==> src/rtl/mmac_pkg.sv <==
package mmac_pkg;
  localparam int RND_W = 7;

  typedef enum logic [1:0] {
    MD_WIDE = 2'd0,
    MD_PAIR = 2'd1,
    MD_QUAD = 2'd2,
    MD_PSUM = 2'd3
  } mode_e;

  typedef struct packed {
    logic             vld;
    mode_e            mode;
    logic             acc_en;
    logic             load;
    logic             sat_en;
    logic             rnd_en;
    logic [RND_W-1:0] rnd_pos;
  } ctl_t;
endpackage

==> src/rtl/mmac_lane_mul.sv <==
module mmac_lane_mul #(
  parameter int W = 19
) (
  input  logic signed [W-1:0]   x,
  input  logic signed [W-1:0]   y,
  output logic signed [2*W-1:0] p
);
  assign p = x * y;
endmodule

==> src/rtl/mmac_in_reg.sv <==
module mmac_in_reg import mmac_pkg::*; #(
  parameter int OP_W = 36
) (
  input  logic            clk,
  input  logic            rst,
  input  ctl_t            ctl_i,
  input  logic [OP_W-1:0] a_i,
  input  logic [OP_W-1:0] b_i,
  output ctl_t            ctl_o,
  output logic [OP_W-1:0] a_o,
  output logic [OP_W-1:0] b_o
);
  always_ff @(posedge clk) begin
    ctl_o <= ctl_i;
    a_o   <= a_i;
    b_o   <= b_i;
    if (rst) ctl_o.vld <= 1'b0;
  end
endmodule

==> src/rtl/mmac_mul_array.sv <==
module mmac_mul_array import mmac_pkg::*; #(
  parameter int LANE_W = 18
) (
  input  logic                         clk,
  input  logic                         rst,
  input  ctl_t                         ctl_i,
  input  logic [2*LANE_W-1:0]          a_i,
  input  logic [2*LANE_W-1:0]          b_i,
  output ctl_t                         ctl_o,
  output logic [1:0][2*LANE_W+1:0]     pp_o,
  output logic [3:0][LANE_W-1:0]       qp_o
);
  localparam int MW   = LANE_W + 1;
  localparam int PP_W = 2 * MW;
  localparam int HW   = LANE_W / 2;

  logic [1:0][PP_W-1:0]   pp_n;
  logic [3:0][LANE_W-1:0] qp_n;
  logic                   wide;

  assign wide = (ctl_i.mode == MD_WIDE);

  // Two shared 19x19 lanes: in wide mode the low lane treats the low half
  // of B as unsigned and both lanes use the same A half.
  for (genvar i = 0; i < 2; i++) begin : g_lane
    logic signed [MW-1:0]   x;
    logic signed [MW-1:0]   y;
    logic signed [PP_W-1:0] p;
    if (i == 0) begin : g_lo
      always_comb begin
        x = MW'($signed(a_i[LANE_W-1:0]));
        if (wide) y = {1'b0, b_i[LANE_W-1:0]};
        else      y = MW'($signed(b_i[LANE_W-1:0]));
      end
    end else begin : g_hi
      always_comb begin
        if (wide) x = MW'($signed(a_i[LANE_W-1:0]));
        else      x = MW'($signed(a_i[2*LANE_W-1:LANE_W]));
        y = MW'($signed(b_i[2*LANE_W-1:LANE_W]));
      end
    end
    mmac_lane_mul #(.W(MW)) mul_i (.x(x), .y(y), .p(p));
    assign pp_n[i] = p;
  end

  for (genvar q = 0; q < 4; q++) begin : g_quad
    logic signed [HW-1:0]     xa;
    logic signed [HW-1:0]     yb;
    logic signed [LANE_W-1:0] pq;
    assign xa = a_i[q*HW +: HW];
    assign yb = b_i[q*HW +: HW];
    assign pq = xa * yb;
    assign qp_n[q] = pq;
  end

  always_ff @(posedge clk) begin
    ctl_o <= ctl_i;
    pp_o  <= pp_n;
    qp_o  <= qp_n;
    if (rst) ctl_o.vld <= 1'b0;
  end
endmodule

==> src/rtl/mmac_acc_stage.sv <==
module mmac_acc_stage import mmac_pkg::*; #(
  parameter int LANE_W = 18
) (
  input  logic                     clk,
  input  logic                     rst,
  input  ctl_t                     ctl_i,
  input  logic [1:0][2*LANE_W+1:0] pp_i,
  input  logic [3:0][LANE_W-1:0]   qp_i,
  output logic                     out_valid,
  output logic [4*LANE_W-1:0]      result,
  output logic                     ovf_sticky,
  output logic [3*LANE_W-1:0]      acc_o
);
  localparam int ACC_W  = 3 * LANE_W;
  localparam int SACC_W = ACC_W - 2;
  localparam int EXT_W  = ACC_W + 2;
  localparam int RES_W  = 4 * LANE_W;
  localparam int PP_W   = 2 * LANE_W + 2;
  localparam int PAIR_W = 2 * LANE_W;
  localparam logic signed [EXT_W-1:0] ONE_X   = EXT_W'(1);
  localparam logic signed [EXT_W-1:0] WIDE_HI = (ONE_X <<< (ACC_W - 1)) - ONE_X;
  localparam logic signed [EXT_W-1:0] WIDE_LO = -(ONE_X <<< (ACC_W - 1));
  localparam logic signed [EXT_W-1:0] SUM_HI  = (ONE_X <<< (SACC_W - 1)) - ONE_X;
  localparam logic signed [EXT_W-1:0] SUM_LO  = -(ONE_X <<< (SACC_W - 1));

  logic signed [PP_W-1:0]  pp0, pp1;
  logic signed [EXT_W-1:0] wide_p, sum_p, prod_x, acc_x, raw, wrap_x;
  logic signed [EXT_W-1:0] hi_lim, lo_lim, fin, val;
  logic signed [RES_W-1:0] val_r;
  logic [RES_W-1:0]        half, mask, res_n;
  logic                    psum, acc_mode, over_hi, over_lo, accum_go;
  logic [ACC_W-1:0]        acc_q;

  assign pp0 = pp_i[0];
  assign pp1 = pp_i[1];

  always_comb begin
    psum     = (ctl_i.mode == MD_PSUM);
    acc_mode = psum || (ctl_i.mode == MD_WIDE);
    wide_p   = EXT_W'(pp0) + (EXT_W'(pp1) <<< LANE_W);
    sum_p    = EXT_W'(pp0) + EXT_W'(pp1);
    prod_x   = psum ? sum_p : wide_p;
    acc_x    = psum ? EXT_W'($signed(acc_q[SACC_W-1:0])) : EXT_W'($signed(acc_q));
    raw      = ctl_i.load ? prod_x : (acc_x + prod_x);
    hi_lim   = psum ? SUM_HI : WIDE_HI;
    lo_lim   = psum ? SUM_LO : WIDE_LO;
    over_hi  = raw > hi_lim;
    over_lo  = raw < lo_lim;
    wrap_x   = psum ? EXT_W'($signed(raw[SACC_W-1:0])) : EXT_W'($signed(raw[ACC_W-1:0]));
    if (!(over_hi || over_lo)) fin = raw;
    else if (ctl_i.sat_en)     fin = over_hi ? hi_lim : lo_lim;
    else                       fin = wrap_x;
    accum_go = ctl_i.vld && acc_mode && ctl_i.acc_en;
    val      = ctl_i.acc_en ? fin : prod_x;

    // Half-up rounding on the output copy only.
    val_r = RES_W'(val);
    if (ctl_i.rnd_en && (ctl_i.rnd_pos != '0)) begin
      half  = RES_W'(1) << (ctl_i.rnd_pos - 1'b1);
      mask  = ~((RES_W'(1) << ctl_i.rnd_pos) - RES_W'(1));
      val_r = $signed((val_r + half) & mask);
    end else begin
      half = '0;
      mask = '1;
    end

    unique case (ctl_i.mode)
      MD_PAIR: res_n = {pp1[PAIR_W-1:0], pp0[PAIR_W-1:0]};
      MD_QUAD: res_n = qp_i;
      default: res_n = val_r;
    endcase
  end

  always_ff @(posedge clk) begin
    if (rst) begin
      out_valid  <= 1'b0;
      result     <= '0;
      acc_q      <= '0;
      ovf_sticky <= 1'b0;
    end else begin
      out_valid <= ctl_i.vld;
      if (ctl_i.vld) result <= res_n;
      if (accum_go) begin
        acc_q <= fin[ACC_W-1:0];
        if (over_hi || over_lo) ovf_sticky <= 1'b1;
      end
    end
  end

  assign acc_o = acc_q;
endmodule

==> src/rtl/mmac_slice.sv <==
module mmac_slice import mmac_pkg::*; #(
  parameter int LANE_W = 18
) (
  input  logic                 clk,
  input  logic                 rst,
  input  logic                 in_valid,
  input  logic [1:0]           mode,
  input  logic [2*LANE_W-1:0]  op_a,
  input  logic [2*LANE_W-1:0]  op_b,
  input  logic                 acc_en,
  input  logic                 load,
  input  logic                 sat_en,
  input  logic                 rnd_en,
  input  logic [RND_W-1:0]     rnd_pos,
  output logic                 out_valid,
  output logic [4*LANE_W-1:0]  result,
  output logic                 ovf_sticky
);
  localparam int OP_W = 2 * LANE_W;

  ctl_t                     ctl_in, ctl_s1, ctl_s2;
  logic [OP_W-1:0]          a_s1, b_s1;
  logic [1:0][OP_W+1:0]     pp_s2;
  logic [3:0][LANE_W-1:0]   qp_s2;
  logic [3*LANE_W-1:0]      acc_val;
  logic                     s2_vld, s2_acc_en;
  logic [1:0]               s2_mode;

  always_comb begin
    ctl_in.vld     = in_valid;
    ctl_in.mode    = mode_e'(mode);
    ctl_in.acc_en  = acc_en;
    ctl_in.load    = load;
    ctl_in.sat_en  = sat_en;
    ctl_in.rnd_en  = rnd_en;
    ctl_in.rnd_pos = rnd_pos;
  end

  mmac_in_reg #(.OP_W(OP_W)) in_i (
    .clk(clk), .rst(rst), .ctl_i(ctl_in), .a_i(op_a), .b_i(op_b),
    .ctl_o(ctl_s1), .a_o(a_s1), .b_o(b_s1)
  );

  mmac_mul_array #(.LANE_W(LANE_W)) mul_i (
    .clk(clk), .rst(rst), .ctl_i(ctl_s1), .a_i(a_s1), .b_i(b_s1),
    .ctl_o(ctl_s2), .pp_o(pp_s2), .qp_o(qp_s2)
  );

  mmac_acc_stage #(.LANE_W(LANE_W)) acc_i (
    .clk(clk), .rst(rst), .ctl_i(ctl_s2), .pp_i(pp_s2), .qp_i(qp_s2),
    .out_valid(out_valid), .result(result), .ovf_sticky(ovf_sticky),
    .acc_o(acc_val)
  );

  assign s2_vld    = ctl_s2.vld;
  assign s2_acc_en = ctl_s2.acc_en;
  assign s2_mode   = ctl_s2.mode;
endmodule

==> config.mk <==
export PLATFORM = sky130hd
export DESIGN_NAME = mmac_slice
export DESIGN_NICKNAME = d
export VERILOG_FILES = /design/src/rtl/mmac_pkg.sv /design/src/rtl/mmac_lane_mul.sv /design/src/rtl/mmac_in_reg.sv /design/src/rtl/mmac_mul_array.sv /design/src/rtl/mmac_acc_stage.sv /design/src/rtl/mmac_slice.sv
export SDC_FILE = /design/constraint.sdc
export NUM_CORES = 2
export LEC_CHECK = 0
export ABC_AREA = 1
export BUFFER_PORTS_ARGS = -buffer_cell sky130_fd_sc_hd__buf_2
export CAP_MARGIN = 5
export CORE_ASPECT_RATIO = 1.2
export CORE_MARGIN = 2
export CORE_UTILIZATION = 50
export CTS_BUF_LIST = sky130_fd_sc_hd__clkbuf_16
export DETAILED_ROUTE_END_ITERATION = 12
export PLACE_DENSITY = 0.66
export SYNTH_ARGS = -nofsm -noshare
export SYNTH_HDL_FRONTEND = slang
export SYNTH_HIERARCHICAL = 1
export SYNTH_SLANG_ARGS = --single-unit
==> constraint.sdc <==
create_clock -name clk -period 13.1 [get_ports clk]
set_input_delay 2.62 -clock clk [delete_from_list [all_inputs] [get_ports clk]]
set_output_delay 2.62 -clock clk [all_outputs]
set_load 0.005 [all_outputs]
==> impl_metrics.py <==
metrics = {
    "finish": {
        "final_cell_mix": "2939 x nand2_1, 2510 x inv_1, 1022 x fa_1",
        "fin_cells": 12900,
        "drive_above_1_share_pct": 4.69,
        "multiInputGateArea_um2": 55600,
        "seqCellArea_um2": 7530,
        "area_growth_pct": 5.55,
        "layout_commonest_cell": "nand2_1",
        "fillers": 14900,
        "nets": 12600,
    },
    "cts": {
        "cts_setup_buffers": 0,
        "clk_pin_slew_ns": 0.07,
        "cts-root-buf": "clkbuf_16",
        "numCtsBuffers": 49,
        "cts_tree": "yes",
        "cts_resized": 0,
        "htreeDepth": 2,
        "cts.path.max_buffers": 3,
        "cts_hold_buf": 0,
        "cts_sinks": 376,
        "clock_latency_ns": 0.69,
    },
    "critical_path": {
        "cp_slowest_cell": "dfxtp_1",
        "critical_path.max_fanout": 69,
        "critPathCaptureType": "register",
        "crit_family": "compound AO/OA/AOI/OAI gates",
        "critPathBufInv": 6,
        "cp.arrival_ns": 12.55,
        "criticalPathCategory": "register to register",
        "r2r_cells": 59,
        "worst-path-stages": 59,
        "critPathRequiredTime_ns": 13.67,
        "startpoint_type": "register",
        "cp_slowest_stage_delay_ns": 0.96,
    },
    "route": {
        "dr.pass1.iters": 6,
        "drc": 0,
        "antenna_left": 0,
        "vias": 71100,
        "wl_per_cell_um": 23.0,
        "wl_um": 296000,
        "drt_iter0_markers": 6564,
        "vias_per_cell": 5.52,
    },
    "logic_synthesis": {
        "postSynthCellCount": 11000,
        "syn_area_um2": 74100,
        "synth_area_leader_cell": "fa_1",
        "dominantRegCellSynth": "dfxtp_1",
        "yosysSeqAreaShare_pct": 10.2,
        "synthTopCellsByArea": "fa_1 28%, nand2_1 15%, inv_1 13%, dfxtp_1 10%, ha_1 9.9%",
        "synth-edff-count": 0,
        "yosysUniqueCellTypes": 64,
        "yosysWarnings": 6,
        "synth_area_per_cell_um2": 6.77,
        "synth-seq-cells": 376,
        "yosysTopAreaCellShare_pct": 27.6,
        "synthArstFlopShare_pct": 0,
        "synthesis.nets": 12700,
    },
    "sta": {
        "layout_min_cycle_time_ns": 11.99,
        "hold_viol_final": 0,
        "totalNegativeSetupSlack_ns": 0,
        "maxSlewViolCount": 0,
        "clock_skew_ns": 0.0587,
        "setup_viol": 0,
        "rsz0062_at_grt": "false",
        "fin_crit_sh_pct": 91.5,
        "max_slew_margin_pct": 3.18,
        "tightest_slew_ns": 1.44,
        "fmax_mhz": 83.4,
    },
    "grt": {
        "grt_usage_pct": 39.0,
        "antenna_found_initial": 10,
        "grt_first_pass_wirelength_um": 439000,
        "first_global_vias": 71100,
        "gr-total-overflow": 0,
        "grt_max_degree": 75,
    },
    "die": {
        "start_util_pct": 50.4,
        "num_io_pins": 162,
        "dieArea_um2": 151000,
        "die_y_um": 426,
        "die_width_um": 356,
        "core_area_um2": 147000,
        "floorplan.rows": 154,
    },
    "min_path": {
        "hold_path_class": "register to register",
        "hold_depth": 0,
    },
    "status": {
        "status": "completed",
    },
    "flow_run": {
        "drv_cap": 0,
    },
    "placed_design": {
        "gp_congestion": 1.10,
        "portBuffers": 161,
        "dp_cells": 12800,
        "dp_hpwl_um": 245000,
    },
}
-- Yosys cell counts, drive strengths merged, types with 27 or more instances --
| cell | number |
|---|---|
| o21ai | 346 |
| o21bai | 56 |
| or2 | 36 |
| inv | 2535 |
| nand2 | 2969 |
| ha | 589 |
| a22o | 28 |
| clkbuf | 291 |
| nand3b | 33 |
| a21o | 27 |
| fa | 1022 |
| nand3 | 529 |
| xnor2 | 72 |
| nor2 | 914 |
| dfxtp | 376 |
| xor2 | 121 |
| a21oi | 520 |
| o211ai | 59 |
| nand4 | 74 |
| a31oi | 84 |
| buf | 81 |
| nor3 | 70 |
-- through the flow --
stage | hold WS, ns | utilization, % | worst slack, ns | instance area [um^2]
after floorplan | 0.310 | - | 4.64 | 74100
after global routing | 0.339 | 53.2 | 0.384 | 78200
after detailed placement | 0.315 | 52.1 | 1.53 | 76500
after CTS | 0.330 | 53.2 | 1.45 | 78200
final | 0.328 | 53.2 | 1.11 | 78300
after global placement | 0.311 | 52.1 | 1.47 | 76500
-- area by class of cell --
cell class                      instances  area share (%)
Sequential cell                       376            9.63
Timing Repair Buffer                  249            1.87
Clock buffer                           50            1.60
Antenna cell                            3         0.00959
Tap cell                             1950            3.12
Multi-Input combinational cell       7662            71.0
Inverter                             2544            12.2
Clock inverter                         40           0.572
-- flip-flops by register name (all words and copies together) (netlist names) --
register	cells
acc_i/result	72
in_i/ctl_o	14
mul_i/ctl_o	14
mul_i/pp_o	76
acc_i/out_valid	1
mul_i/qp_o	72
acc_i/ovf_sticky	1
in_i/b_o	36
in_i/a_o	36
acc_i/acc_o	54
-- worst paths after layout --
| path | start | end | slack [ns] |
|---|---|---|---|
| worst max-delay path | mul_i/pp_o[37]$_DFF_P_ | acc_i/result[41]$_SDFFE_PP0P_ | 1.11 |
| worst min-delay path | in_i/ctl_o[9]$_DFF_P_ | mul_i/ctl_o[9]$_DFF_P_ | 0.33 |
| worst max register to register | mul_i/pp_o[37]$_DFF_P_ | acc_i/result[41]$_SDFFE_PP0P_ | 1.11 |
| worst min register to register | in_i/ctl_o[9]$_DFF_P_ | mul_i/ctl_o[9]$_DFF_P_ | 0.33 |
-- routing by layer --
| layer | track usage (%) | vias to the layer above | wire length, um |
|---|---|---|---|
| met5 | 0 | - | 75 |
| met4 | 28.4 | 12 | 26200 |
| met3 | 5.06 | 805 | 20600 |
| met2 | 64.4 | 3022 | 137000 |
| met1 | 46.8 | 34400 | 112000 |
| li1 | - | 32900 | - |
-- kinds of logic (layout without fill, tap and decap cells) --
| family | Yosys count | count (layout) | share of synthesized area, % |
|---|---|---|---|
| other | 0 | 3 | 0 |
| DFF | 376 | 376 | 10.2 |
| AOI/OAI and AO/OA | 1173 | 1173 | 9.06 |
| adders and majority gates | 1611 | 1611 | 37.5 |
| buffers and inverters | 2916 | 2883 | 14.9 |
| muxes | 12 | 12 | 0.181 |
| and+or+nand+nor | 4673 | 4673 | 25.9 |
| xor gates and xnor gates | 193 | 193 | 2.28 |
Power is left out: the tool's default activity adds up to more than one toggle a clock period on the data nets, which glitch-free logic cannot reach.
